### src/rtl/core_timer_pkg.sv
package core_timer_pkg;
  localparam int unsigned ADDR_W   = 16;
  localparam int unsigned REG_W    = 64;
  localparam int unsigned LANES    = REG_W / 8;
  localparam int unsigned LANE_W   = $clog2(LANES);
  localparam logic [ADDR_W-1:0] OFF_SW   = 16'h0000;
  localparam logic [ADDR_W-1:0] OFF_CMP  = 16'h4000;
  localparam logic [ADDR_W-1:0] OFF_TIME = 16'hBFF8;
endpackage

### src/rtl/core_timer_lane_reg.sv
module core_timer_lane_reg #(
  parameter int unsigned WIDTH = 64,
  parameter bit          COUNT = 1'b0
) (
  input  logic                                          clk_i,
  input  logic                                          rst_ni,
  input  logic                                          wr_en_i,
  input  logic [((WIDTH/8) > 1 ? $clog2(WIDTH/8) : 1)-1:0] wr_lane_i,
  input  logic [7:0]                                    wr_byte_i,
  input  logic                                          inc_i,
  output logic [WIDTH-1:0]                              q_o
);
  localparam int unsigned LANES = WIDTH / 8;
  localparam int unsigned SEL_W = (LANES > 1) ? $clog2(LANES) : 1;

  logic [WIDTH-1:0] q;
  logic [WIDTH-1:0] inc_val;

  generate
    if (COUNT) begin : g_count
      assign inc_val = q + WIDTH'(1);
    end else begin : g_hold
      assign inc_val = q;
    end
  endgenerate

  always_ff @(posedge clk_i or negedge rst_ni) begin
    if (!rst_ni) begin
      q <= '0;
    end else begin
      for (int l = 0; l < LANES; l++) begin
        if (wr_en_i) begin
          if (wr_lane_i == SEL_W'(l)) q[l*8 +: 8] <= wr_byte_i;
        end else if (inc_i) begin
          q[l*8 +: 8] <= inc_val[l*8 +: 8];
        end
      end
    end
  end

  assign q_o = q;


  lane_write_chk: assert property (@(posedge clk_i) disable iff (!rst_ni)
    wr_en_i |=> q[$past(wr_lane_i)*8 +: 8] == $past(wr_byte_i));

  generate
    if (!COUNT) begin : g_hold_chk

      hold_idle_chk: assert property (@(posedge clk_i) disable iff (!rst_ni)
        !wr_en_i |=> $stable(q));
    end
  endgenerate
endmodule

### src/rtl/core_timer_cmp.sv
module core_timer_cmp #(
  parameter int unsigned WIDTH = 64
) (
  input  logic [WIDTH-1:0] time_i,
  input  logic [WIDTH-1:0] cmp_i,
  output logic             irq_o
);
  localparam int unsigned HALF = WIDTH / 2;

  logic armed;
  assign armed = (|cmp_i[WIDTH-1:HALF]) && (|cmp_i[HALF-1:0]);
  assign irq_o = armed && (time_i >= cmp_i);
endmodule

### src/rtl/core_timer_irq.sv
module core_timer_irq
  import core_timer_pkg::*;
(
  input  logic        clk_i,
  input  logic        rst_ni,
  input  logic        tick_i,
  input  logic        bus_en_i,
  input  logic        bus_we_i,
  input  logic [15:0] bus_addr_i,
  input  logic [7:0]  bus_wdata_i,
  output logic [7:0]  bus_rdata_o,
  output logic        sw_irq_o,
  output logic        tmr_irq_o,
  output logic [31:0] time_lo_o
);
  logic             hit_sw, hit_cmp, hit_time;
  logic             wr, rd;
  logic             sw_q;
  logic [REG_W-1:0] cmp_q, time_q;
  logic [LANE_W-1:0] lane;

  assign wr       = bus_en_i && bus_we_i;
  assign rd       = bus_en_i && !bus_we_i;
  assign lane     = bus_addr_i[LANE_W-1:0];
  assign hit_sw   = (bus_addr_i == OFF_SW);
  assign hit_cmp  = (bus_addr_i[ADDR_W-1:LANE_W] == OFF_CMP[ADDR_W-1:LANE_W]);
  assign hit_time = (bus_addr_i[ADDR_W-1:LANE_W] == OFF_TIME[ADDR_W-1:LANE_W]);

  always_ff @(posedge clk_i or negedge rst_ni) begin
    if (!rst_ni)           sw_q <= 1'b0;
    else if (wr && hit_sw) sw_q <= bus_wdata_i[0];
  end

  core_timer_lane_reg #(.WIDTH(REG_W), .COUNT(1'b0)) u_cmp (
    .clk_i    (clk_i),
    .rst_ni   (rst_ni),
    .wr_en_i  (wr && hit_cmp),
    .wr_lane_i(lane),
    .wr_byte_i(bus_wdata_i),
    .inc_i    (1'b0),
    .q_o      (cmp_q)
  );

  core_timer_lane_reg #(.WIDTH(REG_W), .COUNT(1'b1)) u_time (
    .clk_i    (clk_i),
    .rst_ni   (rst_ni),
    .wr_en_i  (wr && hit_time),
    .wr_lane_i(lane),
    .wr_byte_i(bus_wdata_i),
    .inc_i    (tick_i),
    .q_o      (time_q)
  );

  core_timer_cmp #(.WIDTH(REG_W)) u_cmp_eval (
    .time_i(time_q),
    .cmp_i (cmp_q),
    .irq_o (tmr_irq_o)
  );

  always_comb begin
    bus_rdata_o = 8'h00;
    if (rd) begin
      if (hit_sw)        bus_rdata_o = {7'b0, sw_q};
      else if (hit_cmp)  bus_rdata_o = cmp_q[lane*8 +: 8];
      else if (hit_time) bus_rdata_o = time_q[lane*8 +: 8];
    end
  end

  assign sw_irq_o  = sw_q;
  assign time_lo_o = time_q[31:0];


  sw_follow_chk: assert property (@(posedge clk_i) disable iff (!rst_ni)
    (wr && bus_addr_i == OFF_SW) |=> sw_irq_o == $past(bus_wdata_i[0]));


  time_step_chk: assert property (@(posedge clk_i) disable iff (!rst_ni)
    (tick_i && !(wr && hit_time)) |=> time_q == $past(time_q) + REG_W'(1));


  irq_order_chk: assert property (@(posedge clk_i) disable iff (!rst_ni)
    tmr_irq_o |-> (time_q[REG_W-1:REG_W/2] >= cmp_q[REG_W-1:REG_W/2]) && (cmp_q != '0));
endmodule

### config.mk
export PLATFORM = sky130hd
export DESIGN_NAME = core_timer_irq
export DESIGN_NICKNAME = d
export VERILOG_FILES = /design/src/rtl/core_timer_pkg.sv /design/src/rtl/core_timer_lane_reg.sv /design/src/rtl/core_timer_cmp.sv /design/src/rtl/core_timer_irq.sv
export SDC_FILE = /design/constraint.sdc
export NUM_CORES = 1
export LEC_CHECK = 0
export BUFFER_PORTS_ARGS = -buffer_cell sky130_fd_sc_hd__buf_2
export CAP_MARGIN = 0
export CORE_UTILIZATION = 35
export DETAILED_ROUTE_END_ITERATION = 8
export RECOVER_POWER = 100
export SYNTH_ARGS = -nofsm -noshare
export SYNTH_HDL_FRONTEND = slang
export SYNTH_SLANG_ARGS = --single-unit
### constraint.sdc
create_clock -name clk_i -period 3.6 [get_ports clk_i]
set_input_delay 0 -clock clk_i [delete_from_list [all_inputs] [get_ports clk_i]]
set_output_delay 0 -clock clk_i [all_outputs]
set_load 0.03 [all_outputs]
# Word level (Yosys, flattened, before mapping)
# Cells that the tools add are included.
# totals
reg_bits	129
inputBits	29
output_inout_bits	42
elab_cells	95
# op_classes
n_addsub	1
n_lt_le_gt_ge	1
eq_ne	17
shifts	2
n_mux	28
reduce_logical	29
# ops
op	count
8-bit two-way mux	28
64-bit by 7-bit indexed part select with 8-bit output	2
64-bit by 1-bit adder with 64-bit output (second input constant)	1
64-bit greater-or-equal comparator	1
32-bit OR reduction	2
2-bit AND reduction	16
16-bit zero test	1
2-bit != test (second input constant)	8
13-bit by 12-bit equality test with 1-bit output (second input constant)	1
13-bit equality test (second input constant)	1
3-bit equality test (second input constant)	4
1-bit logical AND	7
3-bit by 2-bit equality test with 1-bit output (second input constant)	2
3-bit by 1-bit equality test with 1-bit output (second input constant)	1
3-bit zero test	1
2-bit nonzero test	1
1-bit zero test	1

# Logic depth before layout (Yosys ltp)
# Gate-level depths: netlist of the first run.
# logic_depth
word_depth	5
mapped_depth	9
depth_no_buf	8

# Modules after synthesis
# A second synthesis of the first run with hierarchy kept.
# hier_totals
cells_unflattened	1031
area_unflattened_um2	10058.4
# by_module_without_submodules
module	instances	cells_each	area_each_um2	seq_area_each_um2
core_timer_lane_reg (u_time)	1	549	4524.3	1601.5
core_timer_lane_reg (u_cmp)	1	143	2452.4	1601.5
core_timer_cmp	1	244	1766.7	0.0
core_timer_irq	1	95	1315.0	25.0

# Least setup slack after synthesis of the first run
# OpenSTA, ideal clock, no wires.
# synth_timing
kind	register to output
start	reg u_time.q[12] (netlist: u_time.q_o[12])
end	out tmr_irq_o
t_arrival_ns	2.763
required_ns	3.600
setup_slack_ns	0.837
path_stages_with_launch	8
cell_sequence	dfrtp_1 ha_1 nand4_1 or4_1 or4_1 a31oi_1 a211oi_1 o31ai_1
# synth_via
elab_chain_len	2
# synth_rtl
item	line	rtl
start: declaration	core_timer_lane_reg.sv:16	logic [WIDTH-1:0] q;
start signal: indexed assignment	core_timer_lane_reg.sv:33	if (wr_lane_i == SEL_W'(l)) q[l*8 +: 8] <= wr_byte_i;
start signal: indexed assignment	core_timer_lane_reg.sv:35	q[l*8 +: 8] <= inc_val[l*8 +: 8];
64-bit greater-or-equal comparator	core_timer_cmp.sv:12	assign irq_o = armed && (time_i >= cmp_i);
1-bit logical AND	core_timer_cmp.sv:12	
end: declaration	core_timer_irq.sv:13	output logic tmr_irq_o,
# Every way passes these cells.

# Worst setup path in the final report of the first run
# layout_timing
start	reg u_time.q[15] (netlist: u_time.q_o[15])
end	out tmr_irq_o
# The elaborated chain is that of the path after synthesis.

==> results_dict.tcl, run 1 <==
set metrics [dict create \
    outcome "finished, violations left" \
    ys_types 83 \
    area_delta_synth_final_pct 9.60 \
    die-area_um2 28900 \
    fmax_ghz 0.297 \
    hpwl_um 26600 \
    rr_startpoint "u_time.q_o[2]" \
    p_clk_share_pct 45.3 \
    min_from "bus_wdata_i[0]" \
    grt_pass1_wl_um 55900 \
    first_pass_iters 6 \
    antenna_found_initial 0 \
    grt.overflow.total 0 \
    vias 9168 \
    seq_power_share_pct 39.9 \
    synth-main-ff-cell "dfrtp_1" \
    first_iter_violations 846 \
    cp_max_fo 8 \
    synth_edf_count 0 \
    leakagePower_uw 0.00471 \
    synth.top_cell.area_share_pct 32.7 \
    synth_area_um2 9880 \
    hold_class "in -> reg" \
    yosysTopAreaCell "dfrtp_1" \
    slew_headroom_pct -49.1 \
    via_per_inst 5.98 \
    die_h_um 170 \
    hold_buffers 1 \
    fill_cells 2891 \
    clock-sinks 129 \
    reg2reg_slack_ns 0.39 \
    vdd_drop_max_v 0.000285 \
    cts-root-buf "clkbuf_16" \
    p_int_uw 2850 \
    worstSetupStartpointType "flop" \
    yosysMostFrequentCell "nand2_1" \
    die_w_um 170 \
    wl_per_cell_um 23.8 \
    setup_violations 0 \
    failed_checks "max-capacitance violations, max-slew violations" \
    nets 1235 \
    whs_path_depth 3 \
    antenna_cells 0 \
    cts_setup_buffers 0 \
    grt_setup_unrepaired "no" \
    core_um2 27800 \
    port_buffers 70 \
    gr-usage-all-layers_pct 26.2 \
    ys_ff_latch 129 \
    finClkSkew_ns 0.0143 \
    power_switching_share_pct 31.0 \
    finalHoldViolCount 0 \
    multi_input_area_um2 5790 \
    clk_latency_ns 0.44 \
    min_period_ns 3.37 \
    cts_resized 0 \
    async_flop_share_pct 100 \
    reg2reg_depth 7 \
    critical_path_arrival_ns 3.37 \
    fin_crit_sh_pct 93.5 \
    combPwrFrac_pct 14.8 \
    cts_tree "yes" \
    finalPower_uw 4130 \
    cp.required_ns 3.60 \
    drt_wl_total_um 36400 \
    antenna_left 0 \
    tightest_slew_ns 2.24 \
    grt_max_degree 83 \
    drive_above_1_share_pct 12.0 \
    p_per_area_nw_per_um2 381 \
    hold-path-endpoint "u_cmp.q_o[24]" \
    cts_buffers 17 \
    synth_area_leaders "dfrtp_1 33%, ha_1 8.2%, mux4_2 6.8%" \
    critPathKind "reg -> out" \
    yosys-top-cells-count "146 x nand2_1, 129 x dfrtp_1, 87 x o21ai_0" \
    start_util_pct 35.6 \
    p_switching_uw 1280 \
    synth_nets 1214 \
    synth-seq-area-share_pct 32.7 \
    ys_warn_count 0 \
    ios 71 \
    worstReg2RegEnd "u_time.q_o[60]" \
    drc 0 \
    place.gp.congestion 0.938 \
    netlist_instances 1120 \
    cts.htree.levels 4 \
    end_kind "primary output" \
    clkTransAtPathRegs_ns 0.06 \
    register_area_um2 3230 \
    postSynthAreaPerCell_um2 8.82 \
    cap_violations 3 \
    cts_max_path_buffers 2 \
    tns_ns 0 \
    placementRows 61 \
    first_global_vias 8921 \
    timing.final.max_slew_violations 100 \
]
power by group through the flow:
stage               Combinational (uW)  Clock (uW)  Sequential (uW)
finish                             611        1870             1650
global route                       663        1940             1660
CTS                                631        1880             1640
floorplan                          461           0             1620
detailed placement                 629           0             1670
global placement                   623           0             1670
stage by stage:
stage	instances	util [%]	worst slack (ns)	hold slack [ns]	instance area (um^2)
floorplan	1120	-	0.837	-0.296	9880
global placement	1499	37.2	0.684	0.117	10300
detailed placement	1499	37.2	0.749	0.112	10300
CTS	1532	39.5	0.281	0.0446	11000
global route	1532	39.0	0.103	0.0667	10800
finish	1532	39.0	0.235	0.0568	10800
layer usage:
layer  track usage (%)  share of wire, %  up-vias
li1                  -                 -     4190
met1              35.9                44     4476
met2              40.6                45      417
met3              4.70               7.6       85
met4              10.8               3.4        0
met5                 0                 0        -
final cells by class:
| class | instances | share of cell area, % |
|---|---|---|
| Multi-Input combinational cell | 827 | 53.5 |
| Clock inverter | 12 | 1.44 |
| Clock buffer | 20 | 4.31 |
| Inverter | 76 | 2.63 |
| Timing Repair Buffer | 90 | 3.96 |
| Tap cell | 378 | 4.37 |
| Sequential cell | 129 | 29.8 |
cells in the final DEF, fill, tap and decap left out, types with 4 or more instances in the layout:
| cell | netlist | layout |
|---|---|---|
| nand2_1 | 146 | 147 |
| dfrtp_1 | 129 | 129 |
| o21ai_0 | 87 | 98 |
| inv_1 | 76 | 76 |
| a21oi_1 | 70 | 70 |
| ha_1 | 65 | 65 |
| nor2_1 | 50 | 57 |
| clkbuf_1 | 33 | 43 |
| nand3_1 | 34 | 34 |
| buf_2 | 12 | 31 |
| mux4_2 | 30 | 30 |
| nor4_1 | 28 | 28 |
| nand4_1 | 28 | 28 |
| nor3_1 | 21 | 22 |
| mux2i_1 | 18 | 18 |
| o22ai_1 | 18 | 18 |
| clkbuf_16 | 0 | 17 |
| or3_1 | 15 | 15 |
| and3_1 | 14 | 14 |
| and4_1 | 11 | 11 |
| buf_4 | 36 | 11 |
| a211oi_1 | 9 | 10 |
| a21o_1 | 10 | 10 |
| and2_0 | 2 | 8 |
| o21ai_1 | 17 | 8 |
| o41ai_1 | 8 | 8 |
| a31oi_1 | 7 | 7 |
| o211ai_1 | 7 | 7 |
| o21a_1 | 7 | 7 |
| clkinvlp_4 | 0 | 7 |
| nand3b_1 | 6 | 6 |
| a311oi_1 | 6 | 6 |
| or4_1 | 3 | 5 |
| o31ai_1 | 5 | 5 |
| a22o_1 | 5 | 5 |
| nand2b_1 | 3 | 4 |
| a211o_1 | 4 | 4 |
| o311ai_0 | 4 | 4 |
| clkbuf_2 | 0 | 4 |
logic make-up after synthesis:
kind of cell	count (synthesis)	synth area share (%)
AO/OA/AOI/OAI	295	18.5
XOR/XNOR	1	0.0886
adder cells (fa/ha/maj)	65	8.23
buffers and inverters	164	8.05
flip-flops	129	32.7
multiplexers	53	9.53
AND/OR/NAND/NOR	413	22.9
worst max path at each step:
stage | from | endpoint | depth (start not counted)
after global placement | u_time.q_o[15] | tmr_irq_o | 8
after CTS | u_time.q_o[15] | tmr_irq_o | 8
after global routing | u_time.q_o[15] | tmr_irq_o | 8
after detailed placement | u_time.q_o[15] | tmr_irq_o | 8
after floorplan | u_time.q_o[12] | tmr_irq_o | 7
final | u_time.q_o[15] | tmr_irq_o | 8
registers in the layout, summed over array words and instances, names as in the netlist:
register    count
sw_irq_o        1
u_cmp.q_o      64
u_time.q_o     64
worst max-delay path, cell delays in order, from the launching register on:
cell	delay, ns
dfrtp_1	0.47
ha_1	0.35
nand4_1	0.15
or4_1	0.52
or4_1	0.40
a31oi_1	0.23
a211oi_1	0.10
o31ai_1	0.42
clkbuf_2	0.29
(Power assumes the default switching activity.)
==> run 2: changes to the inputs <==
--- a/config.mk
+++ b/config.mk
@@ -9,7 +9,9 @@
 export CAP_MARGIN = 0
 export CORE_UTILIZATION = 35
 export DETAILED_ROUTE_END_ITERATION = 8
+export HOLD_SLACK_MARGIN = 0.1
 export RECOVER_POWER = 100
+export SLEW_MARGIN = 10
 export SYNTH_ARGS = -nofsm -noshare
 export SYNTH_HDL_FRONTEND = slang
 export SYNTH_SLANG_ARGS = --single-unit
==> results_dict.tcl, run 2 (synthesis gave the netlist of run 1 again) <==
set metrics [dict create \
    outcome "finished, violations left" \
    failed_checks "max-capacitance violations, max-slew violations" \
    hpwl_um 26600 \
    hold_class "in -> reg" \
    seq_power_share_pct 39.9 \
    cp-startpoint "u_time.q_o[15]" \
    cts_resized 0 \
    drive_above_1_share_pct 11.9 \
    die_w_um 170 \
    worstSetupStartpointType "flop" \
    vdd_drop_max_v 0.000288 \
    drc 0 \
    antenna_left 0 \
    finClkSkew_ns 0.0119 \
    worstReg2RegEnd "u_time.q_o[60]" \
    wl_per_cell_um 23.7 \
    cp.required_ns 3.60 \
    antenna_found_initial 0 \
    tightest_slew_ns 2.27 \
    p_int_uw 2850 \
    clkTransAtPathRegs_ns 0.06 \
    vias 9205 \
    nets 1244 \
    layout_common_cells "147 x nand2_1, 129 x dfrtp_1, 99 x o21ai_0" \
    combPwrFrac_pct 14.9 \
    critical_path_arrival_ns 3.37 \
    gr-usage-all-layers_pct 26.2 \
    drt_wl_total_um 36500 \
    p_switching_uw 1280 \
    cp_max_fo 8 \
    cts-root-buf "clkbuf_16" \
    reg2reg_slack_ns 0.71 \
    first_iter_violations 859 \
    layout_commonest_cell "nand2_1" \
    via_per_inst 5.97 \
    p_clk_share_pct 45.2 \
    core_um2 27800 \
    port_buffers 70 \
    first_pass_iters 6 \
    die-area_um2 28900 \
    fin_crit_sh_pct 93.6 \
    clk_latency_ns 0.44 \
    cts.htree.levels 4 \
    ios 71 \
    placementRows 61 \
    min_period_ns 3.37 \
    hold_buffers 10 \
    end_kind "primary output" \
    post-route-util_pct 39.3 \
    rr_startpoint "u_time.q_o[2]" \
    cts_buffers 17 \
    critPathCapture "tmr_irq_o" \
    slew_headroom_pct -51.4 \
    grt.overflow.total 0 \
    grt_pass1_wl_um 55900 \
    place.gp.congestion 0.938 \
    holdWs_ns 0.124 \
    setup_violations 0 \
    power_switching_share_pct 31.0 \
    antenna_cells 0 \
    cts_setup_buffers 0 \
    leakagePower_uw 0.00473 \
    cap_violations 2 \
    finish.instance_area_um2 10900 \
    reg2reg_depth 7 \
    area_delta_synth_final_pct 10.4 \
    critPathKind "reg -> out" \
    timing.final.max_slew_violations 100 \
    fmax_ghz 0.297 \
    cts_tree "yes" \
    p_per_area_nw_per_um2 379 \
    cts_max_path_buffers 2 \
    tns_ns 0 \
    placed_area_um2 10300 \
    min_from "bus_wdata_i[1]" \
    grt_max_degree 83 \
    finalHoldViolCount 0 \
    die_h_um 170 \
    start_util_pct 35.6 \
    first_global_vias 8927 \
    clock-sinks 129 \
    grt_setup_unrepaired "no" \
]
==> run 2: cell count changes in the layout (fill, tap and decap cells not counted) <==
cell	change
and2_0	-1
and2_1	+1
buf_2	-1
buf_4	-1
clkbuf_1	+1
clkbuf_2	+1
dlygate4sd3_1	+9
nor3_1	-1
nor3_2	+1
nor4_1	+1
nor4_4	-1
o21ai_0	+1
o21ai_1	-1
==> run 2: stage by stage <==
step           total power, uW  cells  setup WS, ns
2_1_floorplan             2080   1120         0.837
3_3_place_gp              2290   1499         0.684
3_5_place_dp              2300   1499         0.749
4_1_cts                   4160   1541         0.281
5_1_grt                   4260   1541        0.0892
6_report                  4140   1541         0.230
==> run 2: area by class of cell <==
| class | count | area, um^2 |
|---|---|---|
| clock buffer | 20 | 467 |
| fill | 2890 | 16900 |
| multi-input combinational | 827 | 5780 |
| inverter | 76 | 285 |
| clock inverter | 12 | 156 |
| tap | 378 | 473 |
| timing repair buffer | 99 | 515 |
| sequential | 129 | 3230 |
==> run 2: critical path, stage by stage (launching register included) <==
cell      delay (ns)
dfrtp_1         0.47
ha_1            0.35
nand4_1         0.15
or4_1           0.52
or4_1           0.41
a31oi_1         0.22
a211oi_1        0.10
o31ai_1         0.43
clkbuf_2        0.29
==> run 2: routing by layer <==
layer | part of all wire (%) | global-route usage, % | routed length [um] | up-vias
met5 | 0 | 0 | 0 | -
met4 | 3.6 | 10.8 | 1320 | 0
met3 | 7.8 | 4.65 | 2850 | 93
met2 | 44 | 40.6 | 16200 | 431
met1 | 44 | 36.0 | 16100 | 4485
li1 | - | - | - | 4196
==> run 2: how the worst min path moves through the flow <==
stage               cells past startpoint       endpoint  slack (ns)
floorplan                               0       sw_irq_o       -0.30
CTS                                     3  u_cmp.q_o[49]        0.11
finish                                  3  u_cmp.q_o[49]        0.12
global route                            3   u_cmp.q_o[9]        0.14
detailed placement                      1  u_cmp.q_o[55]        0.11
global placement                        1  u_cmp.q_o[49]        0.12
==> run 2: power groups by stage <==
| stage | logic [uW] | registers [uW] | clock network (uW) |
|---|---|---|---|
| CTS | 638 | 1640 | 1880 |
| global placement | 623 | 1670 | 0 |
| detailed placement | 629 | 1670 | 0 |
| global route | 670 | 1660 | 1940 |
| floorplan | 461 | 1620 | 0 |
| finish | 618 | 1650 | 1870 |
